File: config.mk
export PLATFORM = sky130hd
export DESIGN_NAME = brkpt_match_unit
export DESIGN_NICKNAME = d
export VERILOG_FILES = /design/src/rtl/brkpt_match_unit.sv
export SDC_FILE = /design/constraint.sdc
export NUM_CORES = 1
export LEC_CHECK = 0
export BUFFER_PORTS_ARGS = -buffer_cell sky130_fd_sc_hd__buf_2
export CORE_ASPECT_RATIO = 2
export CORE_MARGIN = 5
export CORE_UTILIZATION = 35
export DETAILED_ROUTE_END_ITERATION = 6
export PLACE_DENSITY = 0.62
export SLEW_MARGIN = 20
export SYNTH_ARGS = -nofsm -noshare
export SYNTH_HDL_FRONTEND = slang
export SYNTH_SLANG_ARGS = --single-unit
File: constraint.sdc
create_clock -name clk -period 2.1 [get_ports clk]
set_input_delay 0.42 -clock clk [delete_from_list [all_inputs] [get_ports clk]]
set_output_delay 0.42 -clock clk [all_outputs]
set_load 0.01 [all_outputs]
File: src/rtl/brkpt_match_unit.sv
module brkpt_match_unit #(
  parameter int NSETS = 4,
  parameter int AW    = 24
) (
  input  logic          clk,
  input  logic          rst_n,
  input  logic          cfg_we,
  input  logic [2:0]    cfg_idx,
  input  logic [1:0]    cfg_bsel,
  input  logic [7:0]    cfg_wdata,
  input  logic [AW-1:0] bus_addr,
  input  logic          bus_valid,
  input  logic          bus_opfetch,
  input  logic          mode24,
  input  logic [7:0]    mem_base,
  input  logic          instr_end,
  input  logic          in_debug,
  output logic          brk_req,
  output logic          brk_pend
);
  localparam int ENIDX = NSETS;

  logic [AW-1:0]    bp_addr [NSETS];
  logic [NSETS-1:0] en_q;
  logic [NSETS-1:0] hit;
  logic [AW-1:0]    eff_addr;
  logic             any_hit, fire, take, def_hit;

  assign eff_addr = mode24 ? bus_addr : {mem_base, bus_addr[15:0]};

  for (genvar i = 0; i < NSETS; i++) begin : g_set
    always_ff @(posedge clk) begin
      if (cfg_we && cfg_idx == 3'(i)) begin
        case (cfg_bsel)
          2'd0: bp_addr[i][7:0]   <= cfg_wdata;
          2'd1: bp_addr[i][15:8]  <= cfg_wdata;
          2'd2: bp_addr[i][23:16] <= cfg_wdata;
          default: ;
        endcase
      end
    end
    assign hit[i] = en_q[i] && (eff_addr == bp_addr[i]);
  end

  always_ff @(posedge clk or negedge rst_n) begin
    if (!rst_n)                               en_q <= '0;
    else if (cfg_we && cfg_idx == 3'(ENIDX))  en_q <= cfg_wdata[NSETS-1:0];
  end

  assign any_hit = bus_valid && !in_debug && (|hit);
  assign def_hit = any_hit && !bus_opfetch;
  assign fire    = !in_debug && ((any_hit && bus_opfetch) ||
                                 (instr_end && (brk_pend || def_hit)));
  assign take    = fire && !brk_req;

  always_ff @(posedge clk or negedge rst_n) begin
    if (!rst_n) begin
      brk_req  <= 1'b0;
      brk_pend <= 1'b0;
    end else begin
      brk_req <= take;
      if (in_debug || take) brk_pend <= 1'b0;
      else if (def_hit)     brk_pend <= 1'b1;
    end
  end
endmodule


==> results.sh, run 1 <==
export IMPL_status="finished, final reports clean"
export IMPL_dr_first_iter_drc_count=148
export IMPL_vdd_ir_drop_max_mv=0.510
export IMPL_grt_pass1_vias=2854
export IMPL_worstMarginPinSlew_ns=0.341
export IMPL_busiest_layer="met2"
export IMPL_synth_async_sr_flop_share=0.0588
export IMPL_synth_seq_cells=102
export IMPL_drtPass1Iterations=6
export IMPL_hold_path_class="in -> reg"
export IMPL_fin_worst_skew_ns=0.00482
export IMPL_cts_buffer_depth=2
export IMPL_finalCriticalPeriod_ns=2.07
export IMPL_synthMostInstantiatedCell="edfxtp_1"
export IMPL_synthTopCellsByCount="edfxtp_1, xor2_1, nor4_1, nand3_1, nor2_1"
export IMPL_netlist_area_um2=4420
export IMPL_port_buffers=54
export IMPL_layout_drive_gt1_share=0.347
export IMPL_cts_sinks=102
export IMPL_ctsRootBufferMaster="clkbuf_16"
export IMPL_antennaDiodeCount=0
export IMPL_antenna_found_initial=0
export IMPL_die_area_um2=15100
export IMPL_num_nets_final=440
export IMPL_ys_types=23
export IMPL_vias_per_cell=4.90
export IMPL_met3_usage=0.0214
export IMPL_synth_area_leaders="edfxtp_1, xor2_1, dfrtp_1, mux2i_2, nor4_1"
export IMPL_ys_seq_area_frac=0.686
export IMPL_grt_start_max_net_pins=18
export IMPL_htreeDepth=3
export IMPL_synth_area_leader_cell="edfxtp_1"
export IMPL_dieHeight_um=169
export IMPL_insertion_delay_ns=0.35
export IMPL_p_per_area_nw_per_um2=771
export IMPL_setup_tns_ns=0
export IMPL_multi_input_area_um2=1430
export IMPL_grt_first_pass_wirelength_um=16100
export IMPL_path_max_fanout=3
export IMPL_r2r_setup_slack_ns=0.03
export IMPL_whs_ns=0.249
export IMPL_syn_nets=331
export IMPL_min_from="in_debug"
export IMPL_drc=0
export IMPL_dp_hpwl_um=8550
export IMPL_synth_flop_cell="edfxtp_1"
export IMPL_cp_required_ns=2.33
export IMPL_die_w_um=89.5
export IMPL_worstSetupPathType="reg -> reg"
export IMPL_rsz0062_at_grt="yes"
export IMPL_setup_violations=0
export IMPL_register_area_um2=3030
export IMPL_end_kind="register"
export IMPL_fmax_mhz=483
export IMPL_wl_per_cell_um=20.2
export IMPL_io_pins=55
export IMPL_syn_area_per_cell_um2=15.9
export IMPL_min_to="brk_req"
export IMPL_routabilityCongestion=0.838
export IMPL_r2r_start="bp_addr[3][12]"
export IMPL_rows=58
export IMPL_cts_made_buffers=9
export IMPL_relSlewSlack=0.771
export IMPL_reg2reg_to="brk_pend"
export IMPL_antenna_left=0
export IMPL_cts_setup_buffers=0
export IMPL_grt_overflow_total=0
export IMPL_grt_util_met1=0.152
export IMPL_coreArea_um2=12500
export IMPL_min_path_cells=2
export IMPL_drt_total_wl_um=11000
export IMPL_syn2layout_area_growth_pct=26.7
export IMPL_ff2ff_path_depth=8
export IMPL_cp_start_kind="register"
export IMPL_track_usage=0.154
export IMPL_syn_inst=278
export IMPL_initial_core_util=0.354
export IMPL_worst_ep_arrival_time_ns=2.30
export IMPL_cts_tree="yes"
export IMPL_maxSlewViolCount=0
export IMPL_timing_final_crit_share=0.985
export IMPL_synth_edf_count=96
export IMPL_num_vias=2656
export IMPL_hold_violations=0
export IMPL_yosysWarnings=0
export IMPL_grtUsageMet2=0.288
export IMPL_fillCellCount=1116
export IMPL_synth_top_area_frac=0.652
export IMPL_total_leakage_power_nw=2.07
export IMPL_clk_pin_slew_ns=0.07
export IMPL_maxCapViolations=0
cell usage in the layout, fill, tap and decap left out, drive strengths merged, types with 2 or more instances in the layout:
cell,n
nor4,16
clkbuf,9
clkinvlp,3
nand2b,2
nor3,8
edfxtp,96
nand4,8
nand2,3
mux2,4
nor2,9
xnor2,4
dfrtp,6
mux2i,8
clkinv,2
nand3,10
buf,98
nor2b,2
xor2,92
inv,3
through the flow:
step | util | area, um^2 | power (mW) | std cells | setup WS, ns
CTS | 0.447 | 5580 | 4.34 | 542 | 0.0173
global placement | 0.420 | 5240 | 2.69 | 525 | -0.280
global route | 0.449 | 5610 | 4.46 | 542 | -0.0993
detailed placement | 0.420 | 5240 | 2.70 | 525 | -0.338
finish | 0.449 | 5610 | 4.32 | 542 | 0.0307
floorplan | - | 4420 | 2.47 | 278 | 0.0576
worst max path at each step:
stage / from / end / slack [ns] / depth (start not counted)
3_5_place_dp: mode24 / brk_pend / -0.34 / 10
6_report: bp_addr[3][12] / brk_pend / 0.03 / 8
2_1_floorplan: mode24 / brk_pend / 0.06 / 8
5_1_grt: bp_addr[0][3] / brk_pend / -0.1 / 8
4_1_cts: mode24 / brk_pend / 0.02 / 10
3_3_place_gp: mode24 / brk_pend / -0.28 / 10
routing by layer:
metal  up-vias  part of all wire
li1       1244                 -
met4         0             0.047
met3        25             0.047
met5         -                 0
met2        98              0.58
met1      1289              0.32
final cells by class:
class | instances | area share
Clock buffer | 9 | 0.0402
Clock inverter | 7 | 0.0132
Inverter | 2 | 0.00134
Multi-Input combinational cell | 173 | 0.255
Sequential cell | 102 | 0.541
Tap cell | 150 | 0.0335
Timing Repair Buffer | 99 | 0.116
sequential cells by signal, summed over array words and instances (netlist names):
register and cells:
bp_addr 96, brk_pend 1, brk_req 1, en_q 4
critical path: stages, from the launching register on:
cell and delay, ns:
edfxtp_1 0.42, xor2_2 0.20, nor4_2 0.27, buf_4 0.16
nand4_1 0.10, nor4_1 0.24, o41a_2 0.28, a21boi_2 0.07
o221a_1 0.21
where the power goes:
group | switching [mW] | total [mW] | internal (mW)
Sequential | 0.0207 | 2.28 | 2.26
Clock | 0.731 | 1.66 | 0.925
Combinational | 0.209 | 0.383 | 0.174
Total | 0.961 | 4.32 | 3.36
cell families (layout without fill, tap and decap cells):
family,count (synthesis),in the layout,synth area share
flops,102,102,0.686
simple gates,59,59,0.0721
compound gates,6,6,0.0130
mux,12,12,0.0351
xor+xnor,96,96,0.190
buf+inv,3,117,0.00424
repair_timing:
action | CTS | global route
gates resized for setup | 5 | 4
hold buffers | 1 | 0
setup endpoints to repair | 2 | 2
hold endpoints to repair | 6 | 0
pin swaps | 3 | 10
(Power assumes the default switching activity.)
==> run 2, diff against run 1 <==
Settings changed: ABC_AREA set to 1, CORE_UTILIZATION 35 to 59, PLACE_DENSITY 0.62 to 0.89, SKIP_LAST_GASP set to 1.
==> run 2 against run 1 <==
Net effect:
- sequential share of layout area shrank 3.7 points
- clock skew grew 0.0018 ns
- critical path depth grew 10
- design area rose by 7.3%
- total power decreased by 0.65%
- synthesized area is 18% higher
- largest power group unchanged
==> results.sh, run 2 <==
export IMPL_ctsRootBufferMaster="clkbuf_16"
export IMPL_vias_per_cell=5.22
export IMPL_grt_start_max_net_pins=17
export IMPL_path_max_fanout=8
export IMPL_cp_start_kind="primary input"
export IMPL_finish_utilization=0.696
export IMPL_seq_power_share=0.532
export IMPL_worst_slack_ns=0.280
export IMPL_synth_area_leader_cell="edfxtp_1"
export IMPL_worstMarginPinSlew_ns=0.409
export IMPL_syn_area_per_cell_um2=8.57
export IMPL_drc=0
export IMPL_dp_hpwl_um=10000
export IMPL_timing_final_crit_share=0.867
export IMPL_synth_area_leaders="edfxtp_1, nand2_1, inv_1, nor2_1, nand3_1"
export IMPL_final_cell_mix="nand2_1, inv_1, edfxtp_1, nor2_1, buf_2"
export IMPL_rsz0062_at_grt="no"
export IMPL_port_buffers=54
export IMPL_cp_top_family="simple AND/OR/NAND/NOR gates"
export IMPL_ys_types=19
export IMPL_grt_pass1_vias=4237
export IMPL_cts_tree="yes"
export IMPL_dieHeight_um=143
export IMPL_wl_per_cell_um=16.2
export IMPL_netlist_area_um2=5210
export IMPL_coreArea_um2=8650
export IMPL_total_leakage_power_nw=2.91
export IMPL_cts_resized=0
export IMPL_min_from="in_debug"
export IMPL_cts_sinks=102
export IMPL_reg_largest_list="bp_addr x96, en_q x4"
export IMPL_synthMostInstantiatedCell="nand2_1"
export IMPL_cp_required_ns=2.37
export IMPL_switching_share=0.224
export IMPL_register_area_um2=3030
export IMPL_hold_violations=0
export IMPL_r2r_start="bp_addr[3][15]"
export IMPL_die_area_um2=10900
export IMPL_vdd_ir_drop_max_mv=0.858
export IMPL_cts_buffer_depth=2
export IMPL_crit_top_cell="nand2_1"
export IMPL_cts_made_buffers=9
export IMPL_relSlewSlack=0.726
export IMPL_crit_chain="buf_2 > buf_4 > nand2_4 > nand2_4 > nand2_1 > nand2_1 > nand2_1 > nor2_1 > nand3_1 > nor2_1 > nor2_1 > nand2_1 > nand3_1 > nand2_1 > nand2_1 > nand2_1 > nand2_1 > nor2_2"
export IMPL_end_kind="register"
export IMPL_startpoint="mode24"
export IMPL_hold_path_class="in -> reg"
export IMPL_path_buf_inv=2
export IMPL_fmax_mhz=549
export IMPL_synth_async_sr_flop_share=0.0588
export IMPL_status="finished, final reports clean"
export IMPL_setup_violations=0
export IMPL_switchingPower_mw=0.963
export IMPL_syn_nets=661
export IMPL_dr_first_iter_drc_count=305
export IMPL_syn2layout_area_growth_pct=15.4
export IMPL_worstSetupPathType="in -> reg"
export IMPL_worst_ep_arrival_time_ns=2.09
export IMPL_design_area_um2=6020
export IMPL_drtPass1Iterations=5
export IMPL_share_comb_of_total_power=0.096
export IMPL_grt_overflow_total=0
export IMPL_syn_inst=608
export IMPL_synth_edf_count=96
export IMPL_routabilityCongestion=1.02
export IMPL_die_w_um=76.5
export IMPL_finalCriticalPeriod_ns=1.82
export IMPL_antennaDiodeCount=0
export IMPL_power_share_clock=0.372
export IMPL_maxCapViolations=0
export IMPL_synth_top_area_frac=0.553
export IMPL_p_per_area_nw_per_um2=714
export IMPL_rows=48
export IMPL_cp_slowest_cell="buf_4"
export IMPL_multi_input_area_um2=1770
export IMPL_largest_reg_flops=96
export IMPL_final_common_cell="nand2_1"
export IMPL_initial_core_util=0.603
export IMPL_htreeDepth=3
export IMPL_ys_seq_area_frac=0.582
export IMPL_antenna_found_initial=0
export IMPL_pre_cts_ws_ns=-0.0444
export IMPL_insertion_delay_ns=0.35
export IMPL_synth_seq_cells=102
export IMPL_fin_worst_skew_ns=0.00661
export IMPL_io_pins=55
export IMPL_synthTopCellsByCount="nand2_1, inv_1, edfxtp_1, nor2_1, nand3_1"
export IMPL_grt_first_pass_wirelength_um=20300
export IMPL_synth_flop_cell="edfxtp_1"
export IMPL_place_area_um2=5710
export IMPL_num_nets_final=740
export IMPL_clk_pin_slew_ns=0.06
export IMPL_antenna_left=0
export IMPL_drt_total_wl_um=12800
export IMPL_top_register="bp_addr"
export IMPL_layout_drive_gt1_share=0.163
export IMPL_fillCellCount=667
export IMPL_track_usage=0.248
export IMPL_internal_power_mw=3.33
export IMPL_whs_ns=0.372
export IMPL_yosysWarnings=0
export IMPL_num_vias=4134
export IMPL_maxSlewViolCount=0
export IMPL_max_stage_delay_ns=0.20
[run 2: cell types whose count changed in the layout (fill, tap and decap cells not counted), moves of 15 or more]
cell     before  now
xor2_1       90    2
o21ai_0       0   15
nor2_1        9   83
nand3_1      10   33
buf_4        41   16
inv_1         2   99
nand2_1       3  227
[run 2: layout make-up]
cell class,count,area share
Sequential cell,102,0.504
Multi-Input combinational cell,401,0.294
Timing Repair Buffer,72,0.0699
Inverter,101,0.0630
Clock buffer,10,0.0381
Tap cell,100,0.0208
Clock inverter,6,0.0104
[run 2: per-stage QoR]
| stage | power [mW] | instances | TNS [ns] |
|---|---|---|---|
| final | 4.29 | 792 | 0 |
| after global routing | 4.45 | 792 | 0 |
| after CTS | 4.31 | 792 | 0 |
| after detailed placement | 2.73 | 775 | -0.0779 |
| after global placement | 2.72 | 775 | 0 |
| after floorplan | 2.55 | 608 | 0 |
[run 2: tightest hold or removal path, cell delays in order]
cell and delay (ns):
buf_2 0.10, inv_1 0.05, nand2_1 0.06, a21oi_1 0.04
[run 2: layer usage]
layer / track usage / vias up / wire length (um)
met1: 0.238 / 1884 / 4100
li1: - / 2045 / -
met5: 0 / - / 0
met3: 0.0429 / 50 / 725
met4: 0.175 / 0 / 843
met2: 0.466 / 155 / 7120
[run 2: what timing repair did]
action	CTS	global route
hold buffers	1	0
setup buffers	0	0
hold endpoints to repair	6	0
[run 2: worst paths after layout]
path	endpoint	slack, ns	cells past startpoint
setup / recovery	brk_req	0.28	18
min in group asynchronous	brk_req	0.44	2
hold / removal	brk_pend	0.37	4
max in group asynchronous	en_q[0]	1.51	2
setup reg to reg	brk_req	0.28	13
hold reg to reg	brk_req	0.50	1
[run 2: cell families after synthesis]
| kind of cell | count (synthesis) | synth area share |
|---|---|---|
| buffers and inverters | 105 | 0.0790 |
| DFF | 102 | 0.582 |
| AOI/OAI and AO/OA | 17 | 0.0163 |
| xor gates and xnor gates | 14 | 0.0235 |
| and+or+nand+nor | 366 | 0.291 |
| muxes | 4 | 0.00864 |
[run 2: power groups by stage]
| stage | registers (mW) | logic [mW] | clock network (mW) |
|---|---|---|---|
| 2_1_floorplan | 2.32 | 0.232 | 0 |
| 3_3_place_gp | 2.32 | 0.396 | 0 |
| 3_5_place_dp | 2.33 | 0.407 | 0 |
| 4_1_cts | 2.28 | 0.413 | 1.62 |
| 5_1_grt | 2.29 | 0.463 | 1.71 |
| 6_report | 2.28 | 0.413 | 1.60 |
==> run 3, diff against run 2 <==
Settings changed: ABC_CLOCK_PERIOD_IN_PS set to 2100, CAP_MARGIN set to 25, CORE_UTILIZATION 59 to 27, PLACE_DENSITY 0.89 to 0.52.
==> run 3 against run 2 <==
Net effect:
- design area up 4.5%
- worst hold slack worse by 0.025 ns
- die area up 100%
- global-route usage down 11 points
- register-to-register slack better by 0.05 ns
- clock-buffer cell count down 1
- core utilization down 37 points
- wire length up 13%
- critical path depth up 1
==> results.sh, run 3 (same netlist as run 2, synthesis figures left out) <==
export IMPL_status="finished, final reports clean"
export IMPL_cts_buffer_depth=2
export IMPL_internal_power_mw=3.35
export IMPL_r2r_start="bp_addr[2][10]"
export IMPL_cp_required_ns=2.38
export IMPL_vdd_ir_drop_max_mv=0.414
export IMPL_switching_share=0.237
export IMPL_antenna_left=0
export IMPL_coreArea_um2=19200
export IMPL_switchingPower_mw=1.04
export IMPL_r2r_setup_slack_ns=0.33
export IMPL_hold_path_class="in -> reg"
export IMPL_crit_chain="buf_2 > inv_2 > buf_12 > nand2_4 > nand2_2 > nand2_1 > nand2_1 > nand2_1 > nor2_1 > nand3_1 > nor2_1 > nor2_1 > nand2_1 > nand3_1 > nand2_1 > nand2_1 > nand2_1 > nand2_1 > nor2_2"
export IMPL_cts_resized=0
export IMPL_dp_hpwl_um=11900
export IMPL_ctsRootBufferMaster="clkbuf_16"
export IMPL_vias_per_cell=4.08
export IMPL_rows=72
export IMPL_cts_tree="yes"
export IMPL_timing_final_crit_share=0.842
export IMPL_rsz0062_at_grt="no"
export IMPL_wl_per_cell_um=15.1
export IMPL_worst_slack_ns=0.331
export IMPL_design_area_um2=6290
export IMPL_power_share_clock=0.381
export IMPL_worstMarginPinSlew_ns=0.334
export IMPL_initial_core_util=0.272
export IMPL_cts_made_buffers=9
export IMPL_die_area_um2=22300
export IMPL_p_per_area_nw_per_um2=697
export IMPL_crit_top_cell="nand2_1"
export IMPL_pre_cts_ws_ns=-0.0434
export IMPL_maxSlewViolCount=0
export IMPL_largest_reg_flops=96
export IMPL_min_from="in_debug"
export IMPL_maxCapViolations=0
export IMPL_cp_slowest_cell="nor2_1"
export IMPL_finalCriticalPeriod_ns=1.77
export IMPL_antenna_found_initial=0
export IMPL_holdBufCountCts=1
export IMPL_layout_drive_gt1_share=0.175
export IMPL_fin_worst_skew_ns=0.00536
export IMPL_final_cell_mix="nand2_1, inv_1, edfxtp_1, nor2_1, buf_2"
export IMPL_drc=0
export IMPL_path_max_fanout=8
export IMPL_io_pins=55
export IMPL_multi_input_area_um2=1770
export IMPL_top_register="bp_addr"
export IMPL_grt_start_max_net_pins=18
export IMPL_syn2layout_area_growth_pct=20.7
export IMPL_final_common_cell="nand2_1"
export IMPL_max_stage_delay_ns=0.20
export IMPL_cts_setup_buffers=0
export IMPL_num_nets_final=747
export IMPL_setup_violations=0
export IMPL_min_to="brk_pend"
export IMPL_min_path_cells=4
export IMPL_grt_first_pass_wirelength_um=21600
export IMPL_fmax_mhz=565
export IMPL_routabilityCongestion=0.909
export IMPL_register_area_um2=3030
export IMPL_cts_sinks=102
export IMPL_seq_power_share=0.520
export IMPL_dr_first_iter_drc_count=170
export IMPL_htreeDepth=3
export IMPL_relSlewSlack=0.776
export IMPL_die_w_um=108
export IMPL_end_kind="register"
export IMPL_hold_violations=0
export IMPL_fillCellCount=2026
export IMPL_drtPass1Iterations=4
export IMPL_track_usage=0.134
export IMPL_reg_largest_list="bp_addr x96, en_q x4"
export IMPL_worstSetupPathType="in -> reg"
export IMPL_place_area_um2=5980
export IMPL_share_comb_of_total_power=0.099
export IMPL_worst_ep_arrival_time_ns=2.05
export IMPL_clk_pin_slew_ns=0.07
export IMPL_reg2reg_to="brk_req"
export IMPL_port_buffers=54
export IMPL_dieHeight_um=206
export IMPL_antennaDiodeCount=0
export IMPL_grt_pass1_vias=4060
export IMPL_ff2ff_path_depth=15
export IMPL_total_leakage_power_nw=2.95
export IMPL_insertion_delay_ns=0.34
export IMPL_power_mw=4.39
export IMPL_num_vias=3911
export IMPL_grt_overflow_total=0
export IMPL_drt_total_wl_um=14500
export IMPL_cp_start_kind="primary input"
## run 3: cell types whose count changed in the layout (fill, tap and decap cells not counted), sizes merged
| cell | previous run | this run |
|---|---|---|
| clkbuf | 10 | 9 |
| buf | 71 | 78 |
| clkinvlp | 2 | 3 |
## run 3: per-layer routing
metal,track usage,wire [um],vias up
li1,-,-,2051
met1,0.117,4910,1774
met2,0.283,8640,65
met3,0.0169,415,21
met4,0.0650,524,0
met5,0,0,-
## run 3: power groups by stage
stage | combinational [mW] | clock [mW] | sequential [mW]
5_1_grt | 0.492 | 1.78 | 2.28
6_report | 0.435 | 1.67 | 2.28
4_1_cts | 0.448 | 1.71 | 2.28
3_5_place_dp | 0.445 | 0 | 2.33
3_3_place_gp | 0.442 | 0 | 2.33
2_1_floorplan | 0.232 | 0 | 2.32
## run 3: final cells by class
cell class,count,share of cell area
Clock inverter,7,0.0119
Tap cell,259,0.0515
Clock buffer,9,0.0358
Multi-Input combinational cell,401,0.281
Sequential cell,102,0.482
Timing Repair Buffer,79,0.0772
Inverter,101,0.0603
## run 3: worst max path at each step
stage	start	end	slack, ns
6_report	mode24	brk_req	0.33
5_1_grt	mode24	brk_req	0.12
4_1_cts	bp_addr[2][0]	brk_req	0.30
3_5_place_dp	mode24	brk_req	-0.04
3_3_place_gp	mode24	brk_req	-0.05
2_1_floorplan	mode24	brk_req	0.47
## run 3: critical path, delay by kind of cell
family | cells | cell delay (ns)
buf+inv | 3 | 0.37
simple gates | 16 | 1.23
## run 3: stage by stage
step	setup TNS, ns	util	hold slack [ns]	instances
final	0	0.328	0.347	958
after global routing	0	0.328	0.373	958
after CTS	0	0.328	0.334	958
after detailed placement	-0.0619	0.312	0.265	941
after global placement	-0.0875	0.312	0.258	941
after floorplan	0	-	0.124	608
